$ cat config.mk
export PLATFORM = sky130hd
export DESIGN_NAME = pin_sense_latch
export DESIGN_NICKNAME = d
export VERILOG_FILES = /design/src/rtl/psl_pkg.sv /design/src/rtl/psl_pin_cell.sv /design/src/rtl/psl_latch_bank.sv /design/src/rtl/pin_sense_latch.sv
export SDC_FILE = /design/constraint.sdc
export NUM_CORES = 1
export LEC_CHECK = 0
export BUFFER_PORTS_ARGS = -buffer_cell sky130_fd_sc_hd__buf_2
export CORE_ASPECT_RATIO = 0.9
export CORE_MARGIN = 3
export CORE_UTILIZATION = 53
export DETAILED_ROUTE_END_ITERATION = 8
export HOLD_SLACK_MARGIN = 0.1
export PLACE_DENSITY = 0.84
export RECOVER_POWER = 25
export SLEW_MARGIN = 20
export SYNTH_ARGS = -nofsm -noshare
export SYNTH_HDL_FRONTEND = slang
export SYNTH_SLANG_ARGS = --single-unit
$ cat constraint.sdc
create_clock -name clk -period 2.1 [get_ports clk]
set_input_delay 0.315 -clock clk [delete_from_list [all_inputs] [get_ports clk]]
set_output_delay 0.315 -clock clk [all_outputs]
set_load 0.02 [all_outputs]
$ cat src/rtl/psl_pkg.sv
package psl_pkg;

    typedef enum logic [1:0] {
        SNS_OFF  = 2'd0,
        SNS_RSV  = 2'd1,
        SNS_HIGH = 2'd2,
        SNS_LOW  = 2'd3
    } sense_e;

    function automatic logic sense_hit(input sense_e code, input logic lvl);
        case (code)
            SNS_HIGH: sense_hit = lvl;
            SNS_LOW:  sense_hit = ~lvl;
            default:  sense_hit = 1'b0;
        endcase
    endfunction

endpackage

$ cat src/rtl/psl_pin_cell.sv
module psl_pin_cell
    import psl_pkg::*;
#(
    parameter int REARM = 3
) (
    input  logic       clk,
    input  logic       rst_n,
    input  logic       lvl,
    input  logic [1:0] code,
    output logic       det,
    output logic       det_prev
);
    localparam int CW = $clog2(REARM + 1);
    localparam logic [CW-1:0] QMAX = CW'(REARM);

    typedef struct packed {
        logic          live;
        logic [CW-1:0] quiet;
    } cell_t;

    cell_t st_d, st_q;
    logic  match;
    logic  armed;

    always_comb begin
        match = sense_hit(sense_e'(code), lvl);
        armed = st_q.live | (st_q.quiet == QMAX);
        det   = match & armed;
        st_d.live = det;
        if (match)
            st_d.quiet = '0;
        else if (st_q.quiet == QMAX)
            st_d.quiet = st_q.quiet;
        else
            st_d.quiet = st_q.quiet + 1'b1;
    end

    always_ff @(posedge clk or negedge rst_n) begin
        if (!rst_n) begin
            st_q.live  <= 1'b0;
            st_q.quiet <= QMAX;
        end else begin
            st_q <= st_d;
        end
    end

    assign det_prev = st_q.live;

    // a detect that has just fallen cannot reassert on the next cycle
    p_rearm_gap_r3: assert property (@(posedge clk) disable iff (!rst_n)
        (det_prev && !det) |=> !det);

endmodule

$ cat src/rtl/psl_latch_bank.sv
module psl_latch_bank #(
    parameter int NPINS = 32
) (
    input  logic             clk,
    input  logic             rst_n,
    input  logic [NPINS-1:0] det,
    input  logic [NPINS-1:0] det_prev,
    input  logic             clr_stb,
    input  logic [NPINS-1:0] clr_mask,
    output logic [NPINS-1:0] latch_q,
    output logic             lat_det
);
    typedef struct packed {
        logic [NPINS-1:0] bits;
        logic             ld;
    } bank_t;

    bank_t            bk_d, bk_q;
    logic [NPINS-1:0] rise;
    logic [NPINS-1:0] clr_ok;

    always_comb begin
        rise    = det & ~det_prev;
        clr_ok  = clr_stb ? (clr_mask & ~det) : '0;
        bk_d.bits = (bk_q.bits & ~clr_ok) | rise;
        bk_d.ld   = (|bk_d.bits) & ~clr_stb;
    end

    always_ff @(posedge clk or negedge rst_n) begin
        if (!rst_n) begin
            bk_q <= '0;
        end else begin
            bk_q <= bk_d;
        end
    end

    assign latch_q = bk_q.bits;
    assign lat_det = bk_q.ld;

    // every rising pin detect is recorded at the next edge
    p_set_on_rise_r4: assert property (@(posedge clk) disable iff (!rst_n)
        1'b1 |=> ((latch_q & $past(det & ~det_prev)) == $past(det & ~det_prev)));

    // set bits whose pin still detects survive any clear
    p_clr_blocked_r6: assert property (@(posedge clk) disable iff (!rst_n)
        1'b1 |=> ((latch_q & $past(latch_q & det)) == $past(latch_q & det)));

    // latched detect is low in the cycle after a clear write
    p_clear_gap_r9: assert property (@(posedge clk) disable iff (!rst_n)
        clr_stb |=> !lat_det);

    // outside the gap, latched detect mirrors a nonzero latch word
    p_ld_tracks_r8: assert property (@(posedge clk) disable iff (!rst_n)
        !$past(clr_stb) |-> (lat_det == (|latch_q)));

endmodule

$ cat src/rtl/pin_sense_latch.sv
module pin_sense_latch
    import psl_pkg::*;
#(
    parameter int NPINS = 32,
    parameter int REARM = 3
) (
    input  logic               clk,
    input  logic               rst_n,
    input  logic [NPINS-1:0]   pin_lvl,
    input  logic [2*NPINS-1:0] sense_cfg,
    input  logic               clr_stb,
    input  logic [NPINS-1:0]   clr_mask,
    input  logic               mode_lat,
    output logic [NPINS-1:0]   latch_q,
    output logic               lat_det,
    output logic               port_det
);
    logic [NPINS-1:0] det;
    logic [NPINS-1:0] det_prev;

    for (genvar g = 0; g < NPINS; g++) begin : g_pin
        psl_pin_cell #(.REARM(REARM)) u_cell (
            .clk      (clk),
            .rst_n    (rst_n),
            .lvl      (pin_lvl[g]),
            .code     (sense_cfg[2*g +: 2]),
            .det      (det[g]),
            .det_prev (det_prev[g])
        );
    end

    psl_latch_bank #(.NPINS(NPINS)) u_bank (
        .clk      (clk),
        .rst_n    (rst_n),
        .det      (det),
        .det_prev (det_prev),
        .clr_stb  (clr_stb),
        .clr_mask (clr_mask),
        .latch_q  (latch_q),
        .lat_det  (lat_det)
    );

    always_comb begin
        port_det = mode_lat ? lat_det : (|det);
    end

    // latched mode forwards the latched detect
    p_mode_latched_r10: assert property (@(posedge clk) disable iff (!rst_n)
        mode_lat |-> (port_det == lat_det));

    // live mode reports any pin detect
    p_mode_live_r10: assert property (@(posedge clk) disable iff (!rst_n)
        (!mode_lat && (|det)) |-> port_det);

endmodule

# After elaboration in Yosys (flattened, before gate mapping)
# Cells that the tools add are included.
# word_totals
register_bits	129
inputBits	132
word_cells	431
out_inout_bits	34
romBits	0
latchBits	0
ramBits	0
n_memories	0
# classes
addsub	32
n_eq_ne	128
div_mod_pow	0
multipliers	0
n_lt_le_gt_ge	0
shifts	0
n_mux	98
bitwise	105
n_reduce_logical	2
# op_table
cell	n
2-bit == test (second input constant)	96
2-bit two-way mux	64
32-bit bitwise AND	3
32-bit inverter	3
2-bit by 1-bit adder with 2-bit output (second input constant)	32
2-bit by 1-bit != test with 1-bit output (second input constant)	32
1-bit case mux with 2 select lines	32
32-bit OR reduction	2
1-bit bitwise AND	33
1-bit inverter	33
32-bit two-way mux	1
1-bit OR	32
32-bit OR	1
1-bit two-way mux	1

# Depth between registers and ports, before layout
# Gate-level depths: netlist (run 1).
# depth
word_depth	11
ltp_mapped	7

# Modules after synthesis
# Synthesis (run 1) repeated with hierarchy kept, for this count alone.
# hier_totals
cells_unflattened	485
area_unflattened_um2	6068.3
# modules_own_cells
module	area_per_inst_um2	n_inst	cells_per_inst	seq_area_each_um2
psl_pin_cell	137.6	32	10	77.6
psl_latch_bank	1565.3	1	152	825.8
pin_sense_latch	98.8	1	13	0.0

# Least setup slack after synthesis (run 1)
# Ideal clock, no wire load.
# synth_path
path_kind	flip-flop to output port
start	register g_pin[17].u_cell.st_q[0] (netlist bit)
end	output port_det
stages_incl_launch_ff	6
path_slack_ns	0.011
n_path_buf	0
t_arrival_ns	1.774
required_time_ns	1.785
path_cell_list	dfstp_2 -> ha_1 -> o211a_2 -> a2111o_1 -> nor4_1 -> a41oi_1
# synth_via
elab_chain_len	5
# synth_rtl
element	line	text
start, declared	psl_pin_cell.sv:21	cell_t st_d, st_q;
start signal, assigned	psl_pin_cell.sv:43	st_q <= st_d;
2-bit == test	psl_pin_cell.sv:27	armed = st_q.live | (st_q.quiet == QMAX);
1-bit OR	psl_pin_cell.sv:27	
1-bit bitwise AND	psl_pin_cell.sv:28	det = match & armed;
net g_pin[17].u_cell.det	psl_pin_cell.sv:10	output logic det,
32-bit OR reduction	pin_sense_latch.sv:44	port_det = mode_lat ? lat_det : (|det);
1-bit two-way mux	pin_sense_latch.sv:44	
end, declared	pin_sense_latch.sv:16	output logic port_det
# The timed path passes the listed nets, and every way through them passes these cells.

# Final worst setup path (run 1)
# layout_path
start	register g_pin[29].u_cell.st_q[1] (netlist bit)
end	output port_det
# layout_via
elab_chain_len	5
# layout_rtl
element	line
start, declared	psl_pin_cell.sv:21
start signal, assigned	psl_pin_cell.sv:43
2-bit == test	psl_pin_cell.sv:27
1-bit OR	psl_pin_cell.sv:27
1-bit bitwise AND	psl_pin_cell.sv:28
net g_pin[29].u_cell.det	psl_pin_cell.sv:10
32-bit OR reduction	pin_sense_latch.sv:44
1-bit two-way mux	pin_sense_latch.sv:44
# The timed path passes the listed nets, and every way through them passes these cells.

==> results of run 1 <==
==> cell usage in the layout (no fill, tap or decap), types with 3 or more instances in the layout <==
cell           count
a21oi_1           54
a32o_1            16
a32o_2             4
and2_1             7
buf_2            163
buf_4             41
bufinv_16          6
clkbuf_1           3
clkbuf_16         17
clkbuf_8           3
dfrtp_1           65
dfstp_1            4
dfstp_2           60
dlygate4sd3_1     27
ha_1              26
ha_2               4
inv_1             12
mux2_1             4
mux2_2            15
mux2i_1           43
nand2_1           52
nand3b_1           5
nor2_1            28
nor4_1             5
nor4_2             4
o211a_1           13
o211ai_1           6
o21ai_0            9
xor2_1            63
==> cell type report <==
class                   instances  area (sq um)  area share [%]
well taps                     156           195            2.22
repair buffers                237          1480            16.8
clock buffers                  22           474            5.40
clock inverters                10           205            2.34
flip-flops and latches        129          3310            37.6
inverters                      12          45.0           0.513
multi-input cells             384          3080            35.1
==> state kept, by name, indices dropped and copies added (netlist names) <==
name                   flops
u_bank.lat_det             1
g_pin.u_cell.det_prev     32
u_bank.latch_q            32
g_pin.u_cell.st_q         64
==> critical path: cells and delay by family, from the launching register on <==
| kind | cells | cell delay (ns) |
|---|---|---|
| AO/OA/AOI/OAI | 3 | 0.78 |
| AND/OR/NAND/NOR | 1 | 0.29 |
| buffers and inverters | 2 | 0.38 |
| adder cells (fa/ha/maj) | 1 | 0.17 |
| flip-flops | 1 | 0.40 |
==> Yosys cell counts (3+ instances only) <==
master / count
o211a_1: 13
o211ai_1: 6
xor2_1: 63
a32o_1: 18
buf_4: 3
dfstp_2: 64
mux2_2: 15
dfrtp_1: 65
and2_1: 7
nand3b_1: 5
nand2_1: 52
nor4_1: 10
a21oi_1: 54
mux2i_1: 43
ha_1: 32
mux2_1: 5
nor2_1: 28
inv_1: 12
o21ai_0: 9
==> where the power goes <==
part	internal, W	leakage [nW]	switching (W)
clock	0.00232	0.326	0.00107
combinational	0.00239	2.60	0.00265
sequential	0.00386	1.55	0.000710
==> logic make-up after synthesis <==
group,after synthesis
flops,129
mux,64
simple gates,112
fa+ha+maj,32
buf+inv,15
compound gates,112
xor+xnor,64
==> final timing paths <==
check                                            end  slack (ns)
max                                         port_det       -0.64
min                          g_pin[8].u_cell.st_q[0]        0.11
max reg2reg                           u_bank.lat_det       -0.02
min reg2reg                g_pin[13].u_cell.det_prev        0.53
max in group asynchronous   g_pin[26].u_cell.st_q[1]        0.02
min in group asynchronous         u_bank.latch_q[29]        0.91
==> per-layer routing <==
metal / wire length [microns] / vias to the layer above / GRT usage, %
li1: - / 2434 / -
met2: 9300 / 204 / 48.1
met4: 502 / 0 / 11.3
met3: 994 / 43 / 5.56
met5: 0 / - / 0
met1: 7040 / 2626 / 30.7
==> metrics by stage <==
step | utilization [%] | power, W | worst slack (ns) | instances | hold WS, ns
floorplan | - | 0.00731 | 0.0113 | 528 | 0.0194
global placement | 66.6 | 0.00859 | -0.286 | 888 | 0.270
detailed placement | 66.6 | 0.00910 | -0.361 | 888 | 0.273
CTS | 75.4 | 0.0128 | -0.604 | 948 | 0.101
global route | 75.9 | 0.0137 | -0.698 | 950 | 0.104
finish | 75.9 | 0.0130 | -0.639 | 950 | 0.111
==> what timing repair did <==
| item | 4_1_cts | 5_1_grt |
|---|---|---|
| gates resized for setup | 12 | 11 |
| buffers inserted | 2 | 2 |
| pin swaps | 13 | 6 |
| gates cloned | 0 | 0 |
| hold buffers | 27 | 0 |
| setup endpoints to repair | 2 | 2 |
| hold endpoints to repair | 57 | 0 |
==> results.sh, run 1 <==
export IMPL_timing_critical_path_from="g_pin[29].u_cell.st_q[1]"
export IMPL_worst_r2r_startpoint="g_pin[25].u_cell.st_q[0]"
export IMPL_final_number_of_max_transition_violations=28
export IMPL_vdd_ir_drop_worst_mv=0.924
export IMPL_cts_tree="done"
export IMPL_async_reset_ff_share_pct=100
export IMPL_die_area_sq_mm=0.0133
export IMPL_die_w_microns=121
export IMPL_placed_cell_area_sq_mm=0.00771
export IMPL_core_area_sq_mm=0.0116
export IMPL_outcome="finished with violations"
export IMPL_insertedDiodeCount=0
export IMPL_clkTransAtPathRegs_ns=0.05
export IMPL_synth_simple_area_share_pct=8.39
export IMPL_post_route_worst_setup_slack_ns=-0.639
export IMPL_routedWlPerCell_microns=18.8
export IMPL_drv_cap=1
export IMPL_yosysTopAreaCell="dfstp_2"
export IMPL_post_synth_main_area_contributors="dfstp_2 (26%), dfrtp_1 (26%), xor2_1 (8.7%), mux2i_1 (6.8%), ha_1 (6.3%)"
export IMPL_fillers=723
export IMPL_dp_hpwl_microns=11800
export IMPL_fin_skew_ns=0.00567
export IMPL_cts_htree_levels=4
export IMPL_gpl_final_weighted_congestion=0.836
export IMPL_cts_made_buffers=17
export IMPL_hold_path_cell_count=2
export IMPL_synth_enable_flop_cells=0
export IMPL_slowest_cp_cell="a2111o_1"
export IMPL_cts_path_max_buffers=2
export IMPL_timing_setup_critical_path_class="reg2out"
export IMPL_grt_pass1_wl_microns=27000
export IMPL_final_hold_violation_count=0
export IMPL_synth_top_family_by_area="compound AO/OA/AOI/OAI gates"
export IMPL_fmax_mhz=365
export IMPL_synth_mux_area_fraction_pct=10.6
export IMPL_timing_critical_path_cells="ha_4 -> o211a_1 -> a2111o_1 -> nor4_2 -> buf_4 -> a41oi_2 -> buf_4"
export IMPL_slowest_delay_ns=0.43
export IMPL_clockRootBuffer="clkbuf_16"
export IMPL_post_synth_xor_area_fraction_pct=8.94
export IMPL_effective_utilization_at_floorplan_pct=54.9
export IMPL_synth_avg_cell_area_sq_um=12.0
export IMPL_cellLeakagePower_nw=4.48
export IMPL_setup_viol=2
export IMPL_synth_adder_area_share_pct=6.30
export IMPL_rr_worst_depth=7
export IMPL_antenna_violating_nets_post_route=0
export IMPL_timing_final_crit_share_pct=130
export IMPL_required_ns=1.78
export IMPL_drt_first_pass_iters=5
export IMPL_synth_top_area_share_pct=26.5
export IMPL_synthToLayoutAreaGrowth_pct=38.3
export IMPL_final_layout_size_suffix_gt1_share_pct=42.6
export IMPL_synth_top_flop_cell="dfrtp_1"
export IMPL_route_vias_total=5307
export IMPL_worstSetupStartpointType="flop"
export IMPL_synth_ff_latch_count=129
export IMPL_io_buffer_count=165
export IMPL_syn_area_sq_mm=0.00635
export IMPL_endpoint_kind="primary output"
export IMPL_postRouteWirelength_microns=17800
export IMPL_postSynthNetCount=692
export IMPL_most_frequent_cell_on_the_critical_path="buf_4"
export IMPL_yosys_warnings=0
export IMPL_net_count_of_the_finished_layout=945
export IMPL_timing_critical_path_fanout_max=2
export IMPL_final_period_minus_worst_setup_slack_ns=2.74
export IMPL_hold_class="in2reg"
export IMPL_via_density_per_instance=5.59
export IMPL_worst_pin_slew_ns=1.77
export IMPL_violated_checks="max-capacitance violations, max-slew violations, negative setup slack"
export IMPL_cts_sinks=129
export IMPL_timing_setup_tns_ns=-0.661
export IMPL_grt_max_degree=45
export IMPL_synth_compound_gate_area_share_pct=12.7
export IMPL_gr_usage_all_layers_pct=26.6
export IMPL_worstHoldStart="sense_cfg[17]"
export IMPL_unrepaired_setup_endpoints_after_global_routing="true"
export IMPL_fp_row_count=37
export IMPL_worst_slew_margin_rel_pct=-18.2
export IMPL_chipHeight_microns=110
export IMPL_synth_seq_area_share_pct=52.1
export IMPL_post_route_cell_area_sq_mm=0.00879
export IMPL_clk_insertion_delay_late_ns=0.42
export IMPL_power_per_cell_area_mw_per_mm2=1480
export IMPL_drc_errors=0
export IMPL_grt_overflow_total=0
export IMPL_detail_route_iter0_violations=329
export IMPL_io_pin_count=166
export IMPL_netlist_cell_type_count=35
export IMPL_syn_instance_count=528
export IMPL_antenna_found_initial=0
export IMPL_critical_path_arrival_ns=2.42
export IMPL_number_of_global_route_vias_before_repair=5520
(Power assumes the default switching activity.)
==> inputs of run 2 (changes only) <==
--- a/config.mk
+++ b/config.mk
@@ -12,7 +12,7 @@
 export DETAILED_ROUTE_END_ITERATION = 8
 export HOLD_SLACK_MARGIN = 0.1
 export PLACE_DENSITY = 0.84
-export RECOVER_POWER = 25
+export RECOVER_POWER = 100
 export SLEW_MARGIN = 20
 export SYNTH_ARGS = -nofsm -noshare
 export SYNTH_HDL_FRONTEND = slang
==> results.sh, run 2 (synthesized netlist as in run 1, its figures left out) <==
export IMPL_antenna_violating_nets_post_route=0
export IMPL_clockPowerShare_pct=26.4
export IMPL_cts_sinks=129
export IMPL_swShare_pct=34.4
export IMPL_gpl_final_weighted_congestion=0.836
export IMPL_power_per_cell_area_mw_per_mm2=1470
export IMPL_detail_route_iter0_violations=318
export IMPL_final_number_of_max_transition_violations=28
export IMPL_post_route_worst_setup_slack_ns=-0.631
export IMPL_grtUsageMet3_pct=5.56
export IMPL_timing_final_crit_share_pct=130
export IMPL_chipHeight_microns=110
export IMPL_die_w_microns=121
export IMPL_unrepaired_setup_endpoints_after_global_routing="true"
export IMPL_worstSetupEndpoint="port_det"
export IMPL_cts_made_buffers=17
export IMPL_worstSetupStartpointType="flop"
export IMPL_effective_utilization_at_floorplan_pct=54.9
export IMPL_switching_power_w=0.00441
export IMPL_synthToLayoutAreaGrowth_pct=37.5
export IMPL_timing_critical_path_fanout_max=2
export IMPL_worstReg2RegEnd="u_bank.lat_det"
export IMPL_dp_hpwl_microns=11800
export IMPL_fp_row_count=37
export IMPL_number_of_global_route_vias_before_repair=5520
export IMPL_clk_insertion_delay_late_ns=0.42
export IMPL_required_ns=1.78
export IMPL_net_count_of_the_finished_layout=945
export IMPL_rr_worst_depth=7
export IMPL_routedWlPerCell_microns=18.7
export IMPL_cts_tree="done"
export IMPL_final_hold_violation_count=0
export IMPL_setup_viol=2
export IMPL_worst_slew_margin_rel_pct=-18.0
export IMPL_clockRootBuffer="clkbuf_16"
export IMPL_worst_r2r_startpoint="g_pin[30].u_cell.st_q[0]"
export IMPL_antenna_found_initial=0
export IMPL_drt_first_pass_iters=5
export IMPL_timing_setup_critical_path_class="reg2out"
export IMPL_hold_class="in2reg"
export IMPL_violated_checks="max-capacitance violations, max-slew violations, negative setup slack"
export IMPL_r2r_slack_ns=-0.09
export IMPL_via_density_per_instance=5.57
export IMPL_core_area_sq_mm=0.0116
export IMPL_drc_errors=0
export IMPL_grt_pass1_wl_microns=27000
export IMPL_final_common_cell="buf_2"
export IMPL_post_route_cell_area_sq_mm=0.00874
export IMPL_placed_cell_area_sq_mm=0.00771
export IMPL_grt_busiest_layer="met2"
export IMPL_io_pin_count=166
export IMPL_postRouteWirelength_microns=17700
export IMPL_most_common_layout_cells="buf_2 (163), dfrtp_1 (65), xor2_1 (63)"
export IMPL_register_name_with_the_most_flops="g_pin.u_cell.st_q"
export IMPL_insertedDiodeCount=0
export IMPL_final_layout_size_suffix_gt1_share_pct=38.5
export IMPL_layout_core_utilization_pct=75.5
export IMPL_worstHoldStart="sense_cfg[17]"
export IMPL_timing_critical_path_from="g_pin[29].u_cell.st_q[1]"
export IMPL_route_vias_total=5294
export IMPL_cellLeakagePower_nw=4.43
export IMPL_outcome="finished with violations"
export IMPL_cts_path_max_buffers=2
export IMPL_endpoint_kind="primary output"
export IMPL_seq_power_share_pct=35.1
export IMPL_intPower_w=0.00842
export IMPL_grtUsageMet2_pct=48.1
export IMPL_worst_pin_slew_ns=1.77
export IMPL_drv_cap=1
export IMPL_final_period_minus_worst_setup_slack_ns=2.73
export IMPL_fmax_mhz=366
export IMPL_io_buffer_count=165
export IMPL_grt_max_degree=45
export IMPL_die_area_sq_mm=0.0133
export IMPL_gr_usage_all_layers_pct=26.6
export IMPL_grt_overflow_total=0
export IMPL_vdd_ir_drop_worst_mv=0.914
export IMPL_largest_register_ffs=64
export IMPL_critical_path_arrival_ns=2.42
export IMPL_clkTransAtPathRegs_ns=0.05
export IMPL_comb_power_share_pct=38.5
export IMPL_grt_met1_usage_pct=30.7
export IMPL_cts_htree_levels=4
export IMPL_fin_skew_ns=0.00630
## run 2: cell types whose count changed in the layout (fill, tap and decap cells not counted), sizes merged
cell / before / now
clkbuf: 23 / 32
buf: 209 / 200
## run 2: per-layer routing
metal / part of all wire [%] / vias to the layer above
li1: - / 2434
met1: 39 / 2617
met2: 52 / 201
met3: 5.7 / 42
met4: 2.7 / 0
met5: 0 / -
## run 2: layout make-up
type | instances | area [sq um]
Sequential cell | 129 | 3310
Multi-Input combinational cell | 384 | 3070
Fill cell | 735 | 2840
Timing Repair Buffer | 237 | 1440
Clock buffer | 22 | 474
Clock inverter | 10 | 205
Tap cell | 156 | 195
Inverter | 12 | 45.0
## run 2: power groups by stage
| stage | sequential [W] | clock [W] | combinational, W |
|---|---|---|---|
| after global placement | 0.00444 | 0 | 0.00416 |
| after global routing | 0.00460 | 0.00353 | 0.00544 |
| after floorplan | 0.00467 | 0 | 0.00264 |
| after CTS | 0.00455 | 0.00342 | 0.00487 |
| final | 0.00450 | 0.00339 | 0.00495 |
| after detailed placement | 0.00454 | 0 | 0.00456 |
## run 2: metrics by stage
| step | cells | hold WS [ns] | setup WS [ns] | total power (W) | TNS [ns] |
|---|---|---|---|---|---|
| after detailed placement | 888 | 0.273 | -0.361 | 0.00910 | -0.606 |
| after global routing | 950 | 0.109 | -0.698 | 0.0136 | -5.34 |
| final | 950 | 0.118 | -0.631 | 0.0128 | -0.718 |
| after floorplan | 528 | 0.0194 | 0.0113 | 0.00731 | 0 |
| after global placement | 888 | 0.270 | -0.286 | 0.00859 | -0.494 |
| after CTS | 948 | 0.101 | -0.604 | 0.0128 | -0.636 |
## run 2: what timing repair did
item / in CTS / in global routing
hold buffers: 27 / 0
setup endpoints to repair: 2 / 2
hold endpoints to repair: 57 / 0
pin swaps: 13 / 6
resized for setup: 12 / 11
buffers inserted: 2 / 2
## run 2: worst min-delay path by stage
| stage | endpoint | cells past startpoint | slack [ns] |
|---|---|---|---|
| global route | g_pin[8].u_cell.st_q[0] | 2 | 0.11 |
| floorplan | g_pin[0].u_cell.det_prev | 0 | 0.02 |
| finish | g_pin[8].u_cell.st_q[0] | 2 | 0.12 |
| CTS | g_pin[8].u_cell.st_q[0] | 2 | 0.10 |
| detailed placement | u_bank.latch_q[29] | 1 | 0.27 |
| global placement | u_bank.latch_q[30] | 1 | 0.27 |
## run 2: worst max-delay path, cell delays in order, from the launching register on
cell and delay, ns:
dfstp_2 0.40, ha_4 0.17, o211a_1 0.23, a2111o_1 0.43, nor4_2 0.29, buf_4 0.18
a41oi_2 0.11, buf_4 0.20
